`src/rtl/serframe_rx.sv`:
```
module serframe_rx #(
  parameter int ADDR_W = 2,
  parameter int DATA_W = 8
) (
  input  logic              clk,
  input  logic              rst_n,
  input  logic              two_wire_mode,
  input  logic              sclk_in,
  input  logic              sdat_in,
  input  logic              load_n,
  output logic              cascade_out,
  output logic              xfer_pulse,
  output logic [ADDR_W-1:0] xfer_addr,
  output logic [DATA_W-1:0] xfer_data
);
  localparam int FRAME_W = ADDR_W + DATA_W;
  localparam int SR_W    = FRAME_W + 1;
  localparam int CNT_W   = $clog2(SR_W + 1);
  localparam logic [CNT_W-1:0] CNT_FULL = CNT_W'(FRAME_W);
  localparam logic [CNT_W-1:0] CNT_MAX  = CNT_W'(SR_W);

  typedef enum logic [1:0] {ST_IDLE, ST_ARMED, ST_FRAME} tw_state_t;

  logic [1:0] sck_sy, sda_sy, ld_sy;
  logic       sck_d, sda_d, ld_d;
  logic       mode_q;
  tw_state_t  st;
  logic [SR_W-1:0]  sr;
  logic [CNT_W-1:0] cnt;

  wire sck = sck_sy[1];
  wire sda = sda_sy[1];
  wire ld  = ld_sy[1];

  wire sck_fall = sck_d & ~sck;
  wire ld_fall  = ld_d & ~ld;
  wire sda_fall = sda_d & ~sda & sck & sck_d;
  wire sda_rise = ~sda_d & sda & sck & sck_d;

  wire busy = mode_q ? (st != ST_IDLE) : (cnt != '0);
  wire idle = sck & sda & ~busy;

  wire shift_en = sck_fall & (~mode_q | (st != ST_IDLE));
  wire bit_in   = (mode_q && st == ST_ARMED) ? 1'b0 : sda;
  wire strobe_x = ~mode_q & ld_fall;
  wire stop_x   = mode_q & (st == ST_FRAME) & sda_rise;
  wire take     = strobe_x | (stop_x & (cnt >= CNT_FULL));

  wire [CNT_W-1:0] cnt_inc = (cnt == CNT_MAX) ? cnt : cnt + 1'b1;

  assign cascade_out = mode_q ? sr[SR_W-1] : sr[FRAME_W-1];

  always_ff @(posedge clk or negedge rst_n) begin
    if (!rst_n) begin
      sck_sy <= 2'b11;
      sda_sy <= 2'b11;
      ld_sy  <= 2'b11;
      sck_d  <= 1'b1;
      sda_d  <= 1'b1;
      ld_d   <= 1'b1;
    end else begin
      sck_sy <= {sck_sy[0], sclk_in};
      sda_sy <= {sda_sy[0], sdat_in};
      ld_sy  <= {ld_sy[0], load_n};
      sck_d  <= sck;
      sda_d  <= sda;
      ld_d   <= ld;
    end
  end

  always_ff @(posedge clk or negedge rst_n) begin
    if (!rst_n) mode_q <= 1'b0;
    else if (idle) mode_q <= two_wire_mode;
  end

  always_ff @(posedge clk or negedge rst_n) begin
    if (!rst_n) begin
      sr <= '0;
    end else if (shift_en) begin
      sr <= {sr[SR_W-2:0], bit_in};
    end
  end

  always_ff @(posedge clk or negedge rst_n) begin
    if (!rst_n) begin
      st  <= ST_IDLE;
      cnt <= '0;
    end else if (idle && (two_wire_mode != mode_q)) begin
      st  <= ST_IDLE;
      cnt <= '0;
    end else if (!mode_q) begin
      st <= ST_IDLE;
      if (strobe_x) cnt <= '0;
      else if (sck_fall) cnt <= cnt_inc;
    end else begin
      case (st)
        ST_IDLE: if (sda_fall) st <= ST_ARMED;
        ST_ARMED: begin
          if (sda_rise) st <= ST_IDLE;
          else if (sck_fall) begin
            st  <= ST_FRAME;
            cnt <= '0;
          end
        end
        ST_FRAME: begin
          if (sda_rise) begin
            st  <= ST_IDLE;
            cnt <= '0;
          end else if (sda_fall) st <= ST_ARMED;
          else if (sck_fall) cnt <= cnt_inc;
        end
        default: st <= ST_IDLE;
      endcase
    end
  end

  always_ff @(posedge clk or negedge rst_n) begin
    if (!rst_n) begin
      xfer_pulse <= 1'b0;
      xfer_addr  <= '0;
      xfer_data  <= '0;
    end else begin
      xfer_pulse <= take;
      if (take) begin
        xfer_addr <= sr[FRAME_W-1 -: ADDR_W];
        xfer_data <= sr[DATA_W-1:0];
      end
    end
  end


  single_pulse_chk: assert property (@(posedge clk) disable iff (!rst_n)
    xfer_pulse |=> !xfer_pulse);


  short_stop_chk: assert property (@(posedge clk) disable iff (!rst_n)
    (xfer_pulse && $past(mode_q)) |-> ($past(cnt) >= CNT_FULL));


  edge_mode_only_stop_chk: assert property (@(posedge clk) disable iff (!rst_n)
    (mode_q && !(st == ST_FRAME && sda_rise)) |=> !xfer_pulse);


  start_bit_zero_chk: assert property (@(posedge clk) disable iff (!rst_n)
    (mode_q && st == ST_ARMED && sck_fall && !sda_rise) |=> (sr[0] == 1'b0 && cnt == '0));


  cascade_shift_chk: assert property (@(posedge clk) disable iff (!rst_n)
    (sck_fall && !mode_q) |=> (cascade_out == $past(sr[FRAME_W-2])));


  mode_hold_chk: assert property (@(posedge clk) disable iff (!rst_n)
    (busy && !idle) |=> $stable(mode_q));
endmodule

```
`config.mk`:
```
export PLATFORM = sky130hd
export DESIGN_NAME = serframe_rx
export DESIGN_NICKNAME = d
export VERILOG_FILES = /design/src/rtl/serframe_rx.sv
export SDC_FILE = /design/constraint.sdc
export NUM_CORES = 1
export LEC_CHECK = 0
export BUFFER_PORTS_ARGS = -buffer_cell sky130_fd_sc_hd__buf_2
export CORE_MARGIN = 2
export CORE_UTILIZATION = 45
export DETAILED_ROUTE_END_ITERATION = 10
export GPL_TIMING_DRIVEN = 0
export PLACE_DENSITY_LB_ADDON = 0.08
export SLEW_MARGIN = 20
export SYNTH_ARGS = -nofsm -noshare
export SYNTH_HDL_FRONTEND = slang
export SYNTH_SLANG_ARGS = --single-unit
```
`constraint.sdc`:
```
create_clock -name clk -period 2.3 [get_ports clk]
set_input_delay 0.69 -clock clk [delete_from_list [all_inputs] [get_ports clk]]
set_output_delay 0.69 -clock clk [all_outputs]
set_load 0.005 [all_outputs]
```
Yosys cells after proc, flatten, opt, wreduce, memory -nomap -nowiden
Index checks and enable logic that the tools add are counted.

Add/sub/neg operators: 1. Multipliers: 0. Div/mod/pow operators: 0. Order comparisons: 1. Equality and inequality tests: 9. Shifts and indexed selects: 0. Mux-type cells: 20. Bitwise logic cells: 23. Reductions and logical operators: 6.

Operator list (number): $mux W4 (9); $and A1 B1 Y1 (15); $mux W2 (6); $ne A5 B4 Y1 const B (2); $ne A4 B3 Y1 const B (2); $pmux W4 S2 (1); $not A1 Y1 (6); $pmux W2 S3 (1); $add A4 B1 Y4 const B (1); $eq A4 B4 Y1 const B (1); $ge A4 B4 Y1 const B (1); $ne A4 B1 Y1 const B (1); $reduce_and A4 Y1 (1); $reduce_bool A4 Y1 (1); $mux W1 (3); $eq A2 B1 Y1 const B (1); $eq A2 B2 Y1 const B (1); $logic_and A1 B1 Y1 (2); $logic_not A2 Y1 (1); $or A1 B1 Y1 (2); $reduce_bool A2 Y1 (1); $ne A1 B1 Y1 (1).

Bits in registers: 38. Bits in latches: 0. Bits in writable memories: 0. Memory bits (read-only): 0. Bits of input ports: 6. Output and inout port bits: 12. Logic and storage cells: 73. Memories: 0.

Logic depth before layout (Yosys ltp)
Gate-level depths: netlist of the first run.

Depth after elaboration: 9. Depth in mapped cells: 7. Mapped depth without buffers: 6.

Worst setup path after synthesis of the first run
No wires, ideal clock.

Kind: register to register. Start: register sck_sy[1]. End: register xfer_addr[0]. Setup time: 0.125 ns. Arrival time: 1.750 ns. Data required time: 2.175 ns. Setup slack: 0.425 ns. Cell stages (with the launch flop): 6. Buffers on the path: 1. Period minus slack after synthesis: 1.875 ns. Path through: dfstp_2 > nand4b_2 > or4b_1 > o21ai_2 > buf_12 > mux2_4.

Word-level cells in the longest chain between the ends: 5.

Ends and longest elaborated chain: start, declared (line 24) `logic [1:0] sck_sy, sda_sy, ld_sy;`; start signal, assigned (line 62) `sck_sy <= {sck_sy[0], sclk_in};`; $and A1 B1 Y1 (2 in series) (line 38) `wire sda_rise = ~sda_d & sda & sck & sck_d;`; $and A1 B1 Y1 (line 46) `wire stop_x = mode_q & (st == ST_FRAME) & sda_rise;`; $and A1 B1 Y1 (line 47) `wire take = strobe_x | (stop_x & (cnt >= CNT_FULL));`; $or A1 B1 Y1 (line 47); net take (line 47); end signal, assigned (line 125) `xfer_addr <= sr[FRAME_W-1 -: ADDR_W];`; end, declared (line 13) `output logic [ADDR_W-1:0] xfer_addr,`.

The timed path passes the listed nets, and every way through them passes these cells. A chain may end at the register's enable or synchronous reset.

Worst setup path after layout of the first run
Start: register cnt[0]. End: register xfer_data[3].

Word-level cells in the longest chain between the ends: 3.

Ends and longest elaborated chain: start, declared (line 29) `logic [CNT_W-1:0] cnt;`; start signal, assigned (line 94) `else if (sck_fall) cnt <= cnt_inc;`; start signal, assigned (line 110) `else if (sck_fall) cnt <= cnt_inc;`; $ge A4 B4 Y1 (line 47); $and A1 B1 Y1 (line 47); $or A1 B1 Y1 (line 47); net take (line 47); end signal, assigned (line 126) `xfer_data <= sr[DATA_W-1:0];`; end, declared (line 14) `output logic [DATA_W-1:0] xfer_data`.

The timed path passes the listed nets, and every way through them passes these cells.

==> impl_metrics.csv, run 1 <==
group,metric,value,unit
worst_setup_path,r2r-start,"cnt[0]$_DFFE_PN0P_",
finish,area_growth,17.3,%
sta,hold_violations,0,
pwr,p_total,2.29,mW
yosys,ys_seq_area_share,57.9,%
detailed_routing,wl_per_cell,14.1,µm
grt,grt_pass1_vias,1004,
sta,worstMarginPinSlew,0.806,ns
finish,multi_input_area,654,µm²
worst_setup_path,crit_slowest_cell,"or4b_1",
pwr,ir_drop,0.623,mV
floorplanning,fp.dieArea,4190,µm²
worst_setup_path,critPathLaunchType,"register",
worst_setup_path,arrival,2.18,ns
worst_setup_path,r2r_slack,0.28,ns
pwr,p_leak,0.898,nW
clocking,clockBufferDepth,2,
sta,hold_ws,0.355,ns
yosys,yosysUniqueCellTypes,33,
finish,finalNetCount,154,
sta,rsz0062_at_grt,"false",
clocking,cts_tree,"built",
worst_setup_path,cp.buffers_inverters,2,
pwr,power_density,1180,nW/µm²
clocking,clk_latency,0.28,ns
sta,tns,0,ns
pwr,p_clk_share,30.1,%
grt,antenna_found_initial,0,
place,place_congestion,0.790,
place,dp_hpwl,1.89,mm
hold_path,min_to,"ld_sy[1]$_DFF_PN1_",
detailed_routing,finalWirelength,2.73,mm
detailed_routing,drc,0,
finish,stdcell_count,194,
floorplanning,row_count,22,
grt,grt_start_max_net_pins,39,
finish,mostFrequentLayoutCell,"dfrtp_1",
yosys,ys_ff_latch,38,
worst_setup_path,cp-end-kind,"register",
sta,post-route-period-util,87.6,%
yosys,yosys_warnings,0,
worst_setup_path,crit_chain,"inv_1 -> ha_1 -> nor3_1 -> or4b_1 -> o21ai_2 -> buf_12 -> mux2_4",
grt,grt_pass1_wl,4.70,mm
sta,max_freq,496,MHz
detailed_routing,viasPerCell,5.16,
floorplanning,ios,18,
sta,max_slew_margin,46.2,%
clocking,cts_buffers,5,
finish,drive_gt1_share,45.2,%
detailed_routing,drtIter0Drc,66,
yosys,synthArstFlopShare,100,%
sta,period_minus_slack,2.02,ns
yosys,synthesis.nets,130,
clocking,clockRootBuffer,"clkbuf_8",
job,maxCapViolations,0,
worst_setup_path,cp_top_family,"simple AND/OR/NAND/NOR gates",
worst_setup_path,r2r-end,"xfer_data[3]$_DFFE_PN0P_",
grt,grtUsageTotal,14.9,%
clocking,ctsHoldBuffers,0,
place,portBuffers,17,
sta,setup_viol,0,
finish,insertedDiodeCount,0,
worst_setup_path,ff2ff_path_depth,7,
finish,seqCellArea,962,µm²
clocking,cts_resized,0,
clocking,clk_pin_slew_worst_paths,0.08,ns
yosys,ys.flop_type,"dfrtp_1",
floorplanning,start_util,46.1,%
outcome,status,"finished clean",
yosys,synth_area,1660,µm²
floorplanning,die_w,64.8,µm
worst_setup_path,critical_path.max_stage_delay,0.54,ns
worst_setup_path,critPathKind,"register to register",
yosys,synth.avg_cell_area,13.7,µm²
hold_path,worstHoldPathType,"register to register",
pwr,p_sw_share,27.3,%
pwr,p_int,1.67,mW
finish,utilization,54.1,%
sta,final_max_slew_viol_count,0,
detailed_routing,dr.pass1.iters,4,
pwr,p_sw,0.626,mW
hold_path,holdPathStages,0,
pwr,power_frac_seq,43.7,%
worst_setup_path,cp.required,2.47,ns
grt,grt_overflow_total,0,
worst_setup_path,cp_max_fo,10,
finish,final_cell_mix,"29 x dfrtp_1, 19 x buf_2, 13 x mux2_2",
pwr,pwr-share-comb,26.2,%
clocking,post-cts-setup-buffer-count,0,
hold_path,holdCritStartpoint,"ld_sy[0]$_DFF_PN1_",
floorplanning,die_h,64.8,µm
clocking,tritoncts_num_sinks,38,
detailed_routing,ant_nets,0,
sta,fin_skew,0.00595,ns
floorplanning,core-area,3610,µm²
finish,nFillCells,314,
yosys,synth_cells,121,
yosys,synth-edff-count,0,
place,dp_cells,186,
clocking,htreeDepth,2,
detailed_routing,vias,1002,
layer usage:
layer / vias to the layer above / GRT usage (%) / share of wire (%) / wire length [µm]
li1: 478 / - / - / -
met1: 503 / 19.6 / 48 / 1300
met2: 17 / 23.5 / 47 / 1290
met3: 4 / 4.69 / 3.4 / 94
met4: 0 / 4.79 / 1.4 / 38
met5: - / 0 / 0 / 0
power by group through the flow:
stage	Clock [mW]	Sequential (mW)	Combinational (mW)
CTS	0.711	1.00	0.606
global route	0.741	1.03	0.660
floorplan	0	0.986	0.435
global placement	0	1.00	0.593
finish	0.691	1.00	0.601
detailed placement	0	1.01	0.603
Yosys cell counts (all sizes together) (2+ instances only):
cell    instances  area, µm²
nand2           9       33.8
mux2           22        282
buf             3       30.0
inv             4       15.0
o211ai          2       15.0
nor3b           2       15.0
nand2b          2       12.5
a21oi           2       10.0
nor2            4       15.0
ha              3       37.5
nand3           4       20.0
nand3b          2       15.0
nor2b           2       15.0
dfrtp          29        726
nand4           3       18.8
or4b            2       20.0
o21ai           3       18.8
dfstp           9        236
a31oi           4       25.0
cell type report:
| cell class | instances | share of cell area [%] |
|---|---|---|
| plain buffers | 3 | 1.54 |
| clock buffers | 6 | 4.24 |
| clock inverters | 2 | 3.08 |
| inverters | 4 | 0.770 |
| multi-input cells | 76 | 33.6 |
| flip-flops and latches | 38 | 49.4 |
| well taps | 48 | 3.08 |
| repair buffers | 17 | 4.36 |
state kept, by name (all words and copies together), names as in the netlist:
signal and flops:
xfer_addr 2, sck_d 1, sr 11, ld_sy 2
sda_sy 2, xfer_data 8, st 2, mode_q 1
xfer_pulse 1, cnt 4, ld_d 1, sck_sy 2
sda_d 1
per-stage QoR:
stage,instance area [µm²],worst slack (ns)
after floorplan,1660,0.425
after global placement,1810,0.329
after detailed placement,1810,0.314
after CTS,1950,0.295
after global routing,1950,0.200
final,1950,0.285
cells by family after synthesis:
family,Yosys count,share of synthesized area (%)
AOI/OAI and AO/OA,13,5.65
adders and majority gates,3,2.26
xor gates and xnor gates,1,0.527
muxes,22,16.9
and+or+nand+nor,37,14.0
DFF,38,57.9
buffers and inverters,7,2.71
worst max-delay path by stage:
stage,slack [ns],end,cells past startpoint,start
CTS,0.30,xfer_data[3]$_DFFE_PN0P_,7,cnt[0]$_DFFE_PN0P_
detailed placement,0.31,xfer_data[2]$_DFFE_PN0P_,5,sck_sy[1]$_DFF_PN1_
global placement,0.33,xfer_data[3]$_DFFE_PN0P_,7,cnt[0]$_DFFE_PN0P_
finish,0.28,xfer_data[3]$_DFFE_PN0P_,7,cnt[0]$_DFFE_PN0P_
floorplan,0.42,xfer_addr[0]$_DFFE_PN0P_,5,sck_sy[1]$_DFF_PN1_
global route,0.20,xfer_addr[1]$_DFFE_PN0P_,7,cnt[0]$_DFFE_PN0P_
No activity file was read; power rests on OpenSTA's default activity.
==> run 2, diff against run 1 <==
Settings changed: PLACE_DENSITY from default to 0.67, PLACE_DENSITY_LB_ADDON 0.08 to default.
==> impl_metrics.csv, run 2 (synthesis results as in run 1) <==
group,metric,value,unit
pwr,p_total,2.08,mW
clocking,cts_tree,"built",
worst_setup_path,cp_max_fo,10,
sta,worstMarginPinSlew,0.816,ns
sta,final_max_slew_viol_count,0,
job,maxCapViolations,0,
detailed_routing,finalWirelength,2.77,mm
floorplanning,fp.dieArea,4190,µm²
sta,max_freq,496,MHz
clocking,ctsHoldBuffers,0,
worst_setup_path,r2r-end,"xfer_data[6]$_DFFE_PN0P_",
sta,hold_violations,0,
detailed_routing,vias,1003,
finish,largest_reg_flops,11,
detailed_routing,wl_per_cell,14.3,µm
finish,insertedDiodeCount,0,
place,dp_hpwl,1.89,mm
clocking,clockBufferDepth,2,
finish,nFillCells,334,
detailed_routing,met3_wirelength,113,µm
worst_setup_path,cp.required,2.48,ns
grt,grt_overflow_total,0,
grt,antenna_found_initial,0,
floorplanning,ios,18,
grt,grt_pass1_wl,4.75,mm
detailed_routing,wl_met2,1.26,mm
detailed_routing,viasPerCell,5.17,
worst_setup_path,arrival,2.19,ns
worst_setup_path,r2r_slack,0.29,ns
worst_setup_path,ff2ff_path_depth,7,
sta,period_minus_slack,2.01,ns
place,portBuffers,17,
finish,mostFrequentLayoutCell,"dfrtp_1",
worst_setup_path,r2r-start,"cnt[0]$_DFFE_PN0P_",
clocking,clk_latency,0.29,ns
grt,grt_pass1_vias,1031,
finish,reg_top3,"sr x11, xfer_data x8, cnt x4",
finish,finalNetCount,154,
detailed_routing,wl_met1,1.31,mm
clocking,post-cts-setup-buffer-count,0,
finish,area_growth,14.5,%
clocking,cts_buffers,5,
finish,drive_gt1_share,45.2,%
pwr,ir_drop,0.540,mV
sta,fin_skew,0.00558,ns
clocking,tritoncts_num_sinks,38,
detailed_routing,drc,0,
worst_setup_path,critPathLaunchType,"register",
sta,tns,0,ns
clocking,clockRootBuffer,"clkbuf_8",
floorplanning,die_w,64.8,µm
floorplanning,die_h,64.8,µm
grt,grtUsageTotal,15.2,%
clocking,clk_pin_slew_worst_paths,0.07,ns
detailed_routing,top_layer_used,"met4",
sta,rsz0062_at_grt,"false",
sta,setup_viol,0,
clocking,htreeDepth,2,
floorplanning,core-area,3610,µm²
outcome,status,"finished clean",
floorplanning,row_count,22,
detailed_routing,dr.pass1.iters,4,
finish,largest-register,"sr",
pwr,power_density,1090,nW/µm²
worst_setup_path,cp-end-kind,"register",
worst_setup_path,critPathKind,"register to register",
place,place_congestion,0.797,
detailed_routing,drtIter0Drc,46,
sta,post-route-period-util,87.6,%
finish,final_cell_mix,"29 x dfrtp_1, 19 x buf_2, 13 x mux2_2",
grt,grt_start_max_net_pins,39,
floorplanning,start_util,46.1,%
detailed_routing,ant_nets,0,
pwr,p_leak,0.874,nW
clocking,cts_resized,0,
hold_path,worstHoldPathType,"register to register",
worst_setup_path,worstSetupStartpoint,"cnt[0]$_DFFE_PN0P_",
sta,max_slew_margin,45.6,%
worst_setup_path,cp-endpoint,"xfer_data[6]$_DFFE_PN0P_",
run 2: cell types whose count changed in the layout (fill, tap and decap cells not counted), sizes merged:
cell and delta:
clkinvlp +1, bufinv -2, clkinv +1
run 2: how the worst min path moves through the flow:
stage / from / end / slack [ns] / cells after the start
floorplan: ld_sy[0]$_DFF_PN1_ / ld_sy[1]$_DFF_PN1_ / 0.35 / 0
global placement: sck_sy[0]$_DFF_PN1_ / sck_sy[1]$_DFF_PN1_ / 0.35 / 0
detailed placement: ld_sy[0]$_DFF_PN1_ / ld_sy[1]$_DFF_PN1_ / 0.35 / 0
CTS: ld_sy[0]$_DFF_PN1_ / ld_sy[1]$_DFF_PN1_ / 0.36 / 0
global route: ld_sy[0]$_DFF_PN1_ / ld_sy[1]$_DFF_PN1_ / 0.36 / 0
finish: ld_sy[0]$_DFF_PN1_ / ld_sy[1]$_DFF_PN1_ / 0.36 / 0
run 2: layout make-up:
type                            instances  area [µm²]  share of cell area, %
Inverter                                4        15.0                  0.789
Timing Repair Buffer                   17        85.1                   4.47
Multi-Input combinational cell         76         654                   34.4
Buffer                                  3        30.0                   1.58
Clock buffer                            6        82.6                   4.34
Tap cell                               48        60.1                   3.16
Clock inverter                          2        12.5                  0.658
Sequential cell                        38         962                   50.6
run 2: metrics by stage:
step	setup slack [ns]	hold WS (ns)	std cells	util (%)	instance area (µm²)
after CTS	0.282	0.358	194	52.7	1900
after global routing	0.182	0.364	194	52.7	1900
after detailed placement	0.302	0.347	186	50.1	1810
after floorplan	0.425	0.345	121	-	1660
final	0.285	0.355	194	52.7	1900
after global placement	0.332	0.345	186	50.1	1810
run 2: where the power goes:
part,leakage (nW),switching [mW],internal [mW],total [mW]
registers,0.479,0.138,0.862,1.00
logic,0.348,0.263,0.347,0.610
clock network,0.0472,0.227,0.241,0.467
total,0.874,0.628,1.45,2.08
run 2: worst max-delay path, cell delays in order, from the launching register on:
cell	delay, ns
dfrtp_1	0.43
inv_1	0.15
ha_1	0.16
nor3_1	0.04
or4b_1	0.54
o21ai_2	0.12
buf_12	0.17
mux2_4	0.30
run 2: routing by layer:
metal,track usage (%),vias up
met5,0,-
met4,10.1,0
met3,4.69,9
met2,21.9,24
met1,19.7,488
li1,-,482
==> run 3, diff against run 2 <==
Settings changed: PLACE_DENSITY 0.67 to default, PLACE_DENSITY_LB_ADDON from default to 0.3.
==> impl_metrics.csv, run 3 (synthesis results as in run 1) <==
group,metric,value,unit
outcome,status,"finished clean",
clocking,cts_buffers,5,
detailed_routing,drtIter0Drc,117,
pwr,p_int,1.55,mW
pwr,ir_drop,0.486,mV
sta,setup_viol,0,
place,portBuffers,17,
detailed_routing,dr.pass1.iters,4,
grt,antenna_found_initial,0,
detailed_routing,finalWirelength,2.79,mm
worst_setup_path,cp-end-kind,"register",
floorplanning,start_util,46.1,%
sta,period_minus_slack,2.02,ns
sta,final_max_slew_viol_count,0,
floorplanning,die_h,64.8,µm
floorplanning,die_w,64.8,µm
finish,insertedDiodeCount,0,
job,maxCapViolations,0,
hold_path,worstHoldPathType,"register to register",
finish,finalNetCount,154,
grt,grt_start_max_net_pins,39,
floorplanning,row_count,22,
finish,largest_reg_flops,11,
sta,fin_ws,0.282,ns
detailed_routing,ant_nets,0,
worst_setup_path,cp_max_fo,10,
finish,final_area,1920,µm²
detailed_routing,wl_per_cell,14.5,µm
sta,hold_violations,0,
finish,utilization,53.2,%
clocking,cts_resized,0,
sta,tns,0,ns
clocking,htreeDepth,2,
detailed_routing,drc,0,
finish,reg_top3,"sr x11, xfer_data x8, cnt x4",
clocking,post-cts-setup-buffer-count,0,
finish,mostFrequentLayoutCell,"dfrtp_1",
floorplanning,ios,18,
pwr,power_frac_seq,46.1,%
clocking,ctsHoldBuffers,0,
place,dpl_worst_slack,0.297,ns
clocking,cts_tree,"built",
place,dp_hpwl,1.89,mm
pwr,p_sw,0.621,mW
worst_setup_path,critical_path.max_stage_delay,0.54,ns
sta,rsz0062_at_grt,"false",
sta,hold_ws,0.347,ns
detailed_routing,vias,1044,
pwr,p_clk_share,26.2,%
sta,worstMarginPinSlew,0.817,ns
finish,final_cell_mix,"29 x dfrtp_1, 19 x buf_2, 13 x mux2_2",
worst_setup_path,arrival,2.19,ns
pwr,p_sw_share,28.6,%
floorplanning,core-area,3610,µm²
pwr,power_density,1130,nW/µm²
sta,max_freq,496,MHz
worst_setup_path,cp.required,2.47,ns
place,place_congestion,0.826,
worst_setup_path,critPathLaunchType,"register",
finish,nFillCells,313,
worst_setup_path,critPathKind,"register to register",
grt,grt_pass1_wl,4.97,mm
pwr,pwr-share-comb,27.7,%
clocking,clk_latency,0.29,ns
clocking,tritoncts_num_sinks,38,
finish,area_growth,15.5,%
finish,drive_gt1_share,44.8,%
pwr,p_leak,0.884,nW
place,place_area,1810,µm²
sta,post-route-period-util,87.7,%
grt,grtUsageTotal,16.0,%
grt,grt_overflow_total,0,
clocking,clockBufferDepth,2,
sta,fin_skew,0.00769,ns
worst_setup_path,crit_slowest_cell,"or4b_1",
sta,max_slew_margin,45.5,%
worst_setup_path,crit_chain,"inv_1 -> ha_1 -> nor3_1 -> or4b_1 -> o21ai_2 -> buf_12 -> mux2_4",
grt,grt_pass1_vias,1040,
finish,largest-register,"sr",
clocking,clockRootBuffer,"clkbuf_8",
clocking,clk_pin_slew_worst_paths,0.07,ns
detailed_routing,viasPerCell,5.41,
floorplanning,fp.dieArea,4190,µm²
-- run 3: changes by cell type in the layout (fill, tap and decap cells not counted) --
cell / before / now
clkinvlp_4: 1 / 0
clkinv_2: 1 / 0
bufinv_16: 0 / 1
-- run 3: cell type report --
class | instances | area (µm²) | area share, %
Clock inverter | 1 | 30.0 | 1.56
Sequential cell | 38 | 962 | 50.1
Inverter | 4 | 15.0 | 0.782
Multi-Input combinational cell | 76 | 654 | 34.1
Timing Repair Buffer | 17 | 85.1 | 4.43
Tap cell | 48 | 60.1 | 3.13
Clock buffer | 6 | 82.6 | 4.30
Buffer | 3 | 30.0 | 1.56
-- run 3: layer usage --
metal  GRT usage, %  vias up  part of all wire (%)
li1               -      480                     -
met1           21.0      524                    46
met2           23.5       33                    47
met3           5.90        7                   5.2
met4           7.71        0                   1.8
met5              0        -                     0
-- run 3: critical path: cells and delay by family (launching register included) --
kind,cells,cell delay (ns)
AND/OR/NAND/NOR,2,0.59
flip-flops,1,0.43
buffers and inverters,2,0.31
multiplexers,1,0.31
adder cells (fa/ha/maj),1,0.15
AO/OA/AOI/OAI,1,0.11
-- run 3: per-stage QoR --
stage	power, mW	cells
after floorplan	1.42	121
after global placement	1.59	186
after detailed placement	1.62	186
after CTS	2.20	193
after global routing	2.32	193
final	2.17	193
-- run 3: final timing paths --
check | startpoint | to | slack (ns) | depth (start not counted)
worst max register to register | cnt[0]$_DFFE_PN0P_ | xfer_data[1]$_DFFE_PN0P_ | 0.28 | 7
worst max-delay path | cnt[0]$_DFFE_PN0P_ | xfer_data[1]$_DFFE_PN0P_ | 0.28 | 7
worst min-delay path | sck_sy[0]$_DFF_PN1_ | sck_sy[1]$_DFF_PN1_ | 0.35 | 0
worst min register to register | sck_sy[0]$_DFF_PN1_ | sck_sy[1]$_DFF_PN1_ | 0.35 | 0
min in group asynchronous | rst_n | cnt[2]$_DFFE_PN0P_ | 0.49 | 1
max in group asynchronous | rst_n | st[1]$_DFFE_PN0P_ | 1.29 | 1
-- run 3: power groups by stage --
stage                     Clock (mW)  Sequential (mW)  Combinational [mW]
after detailed placement           0             1.02               0.607
after global routing           0.611             1.03               0.673
after floorplan                    0            0.986               0.435
final                          0.568             1.00               0.602
after global placement             0             1.00               0.589
after CTS                      0.585             1.00               0.610
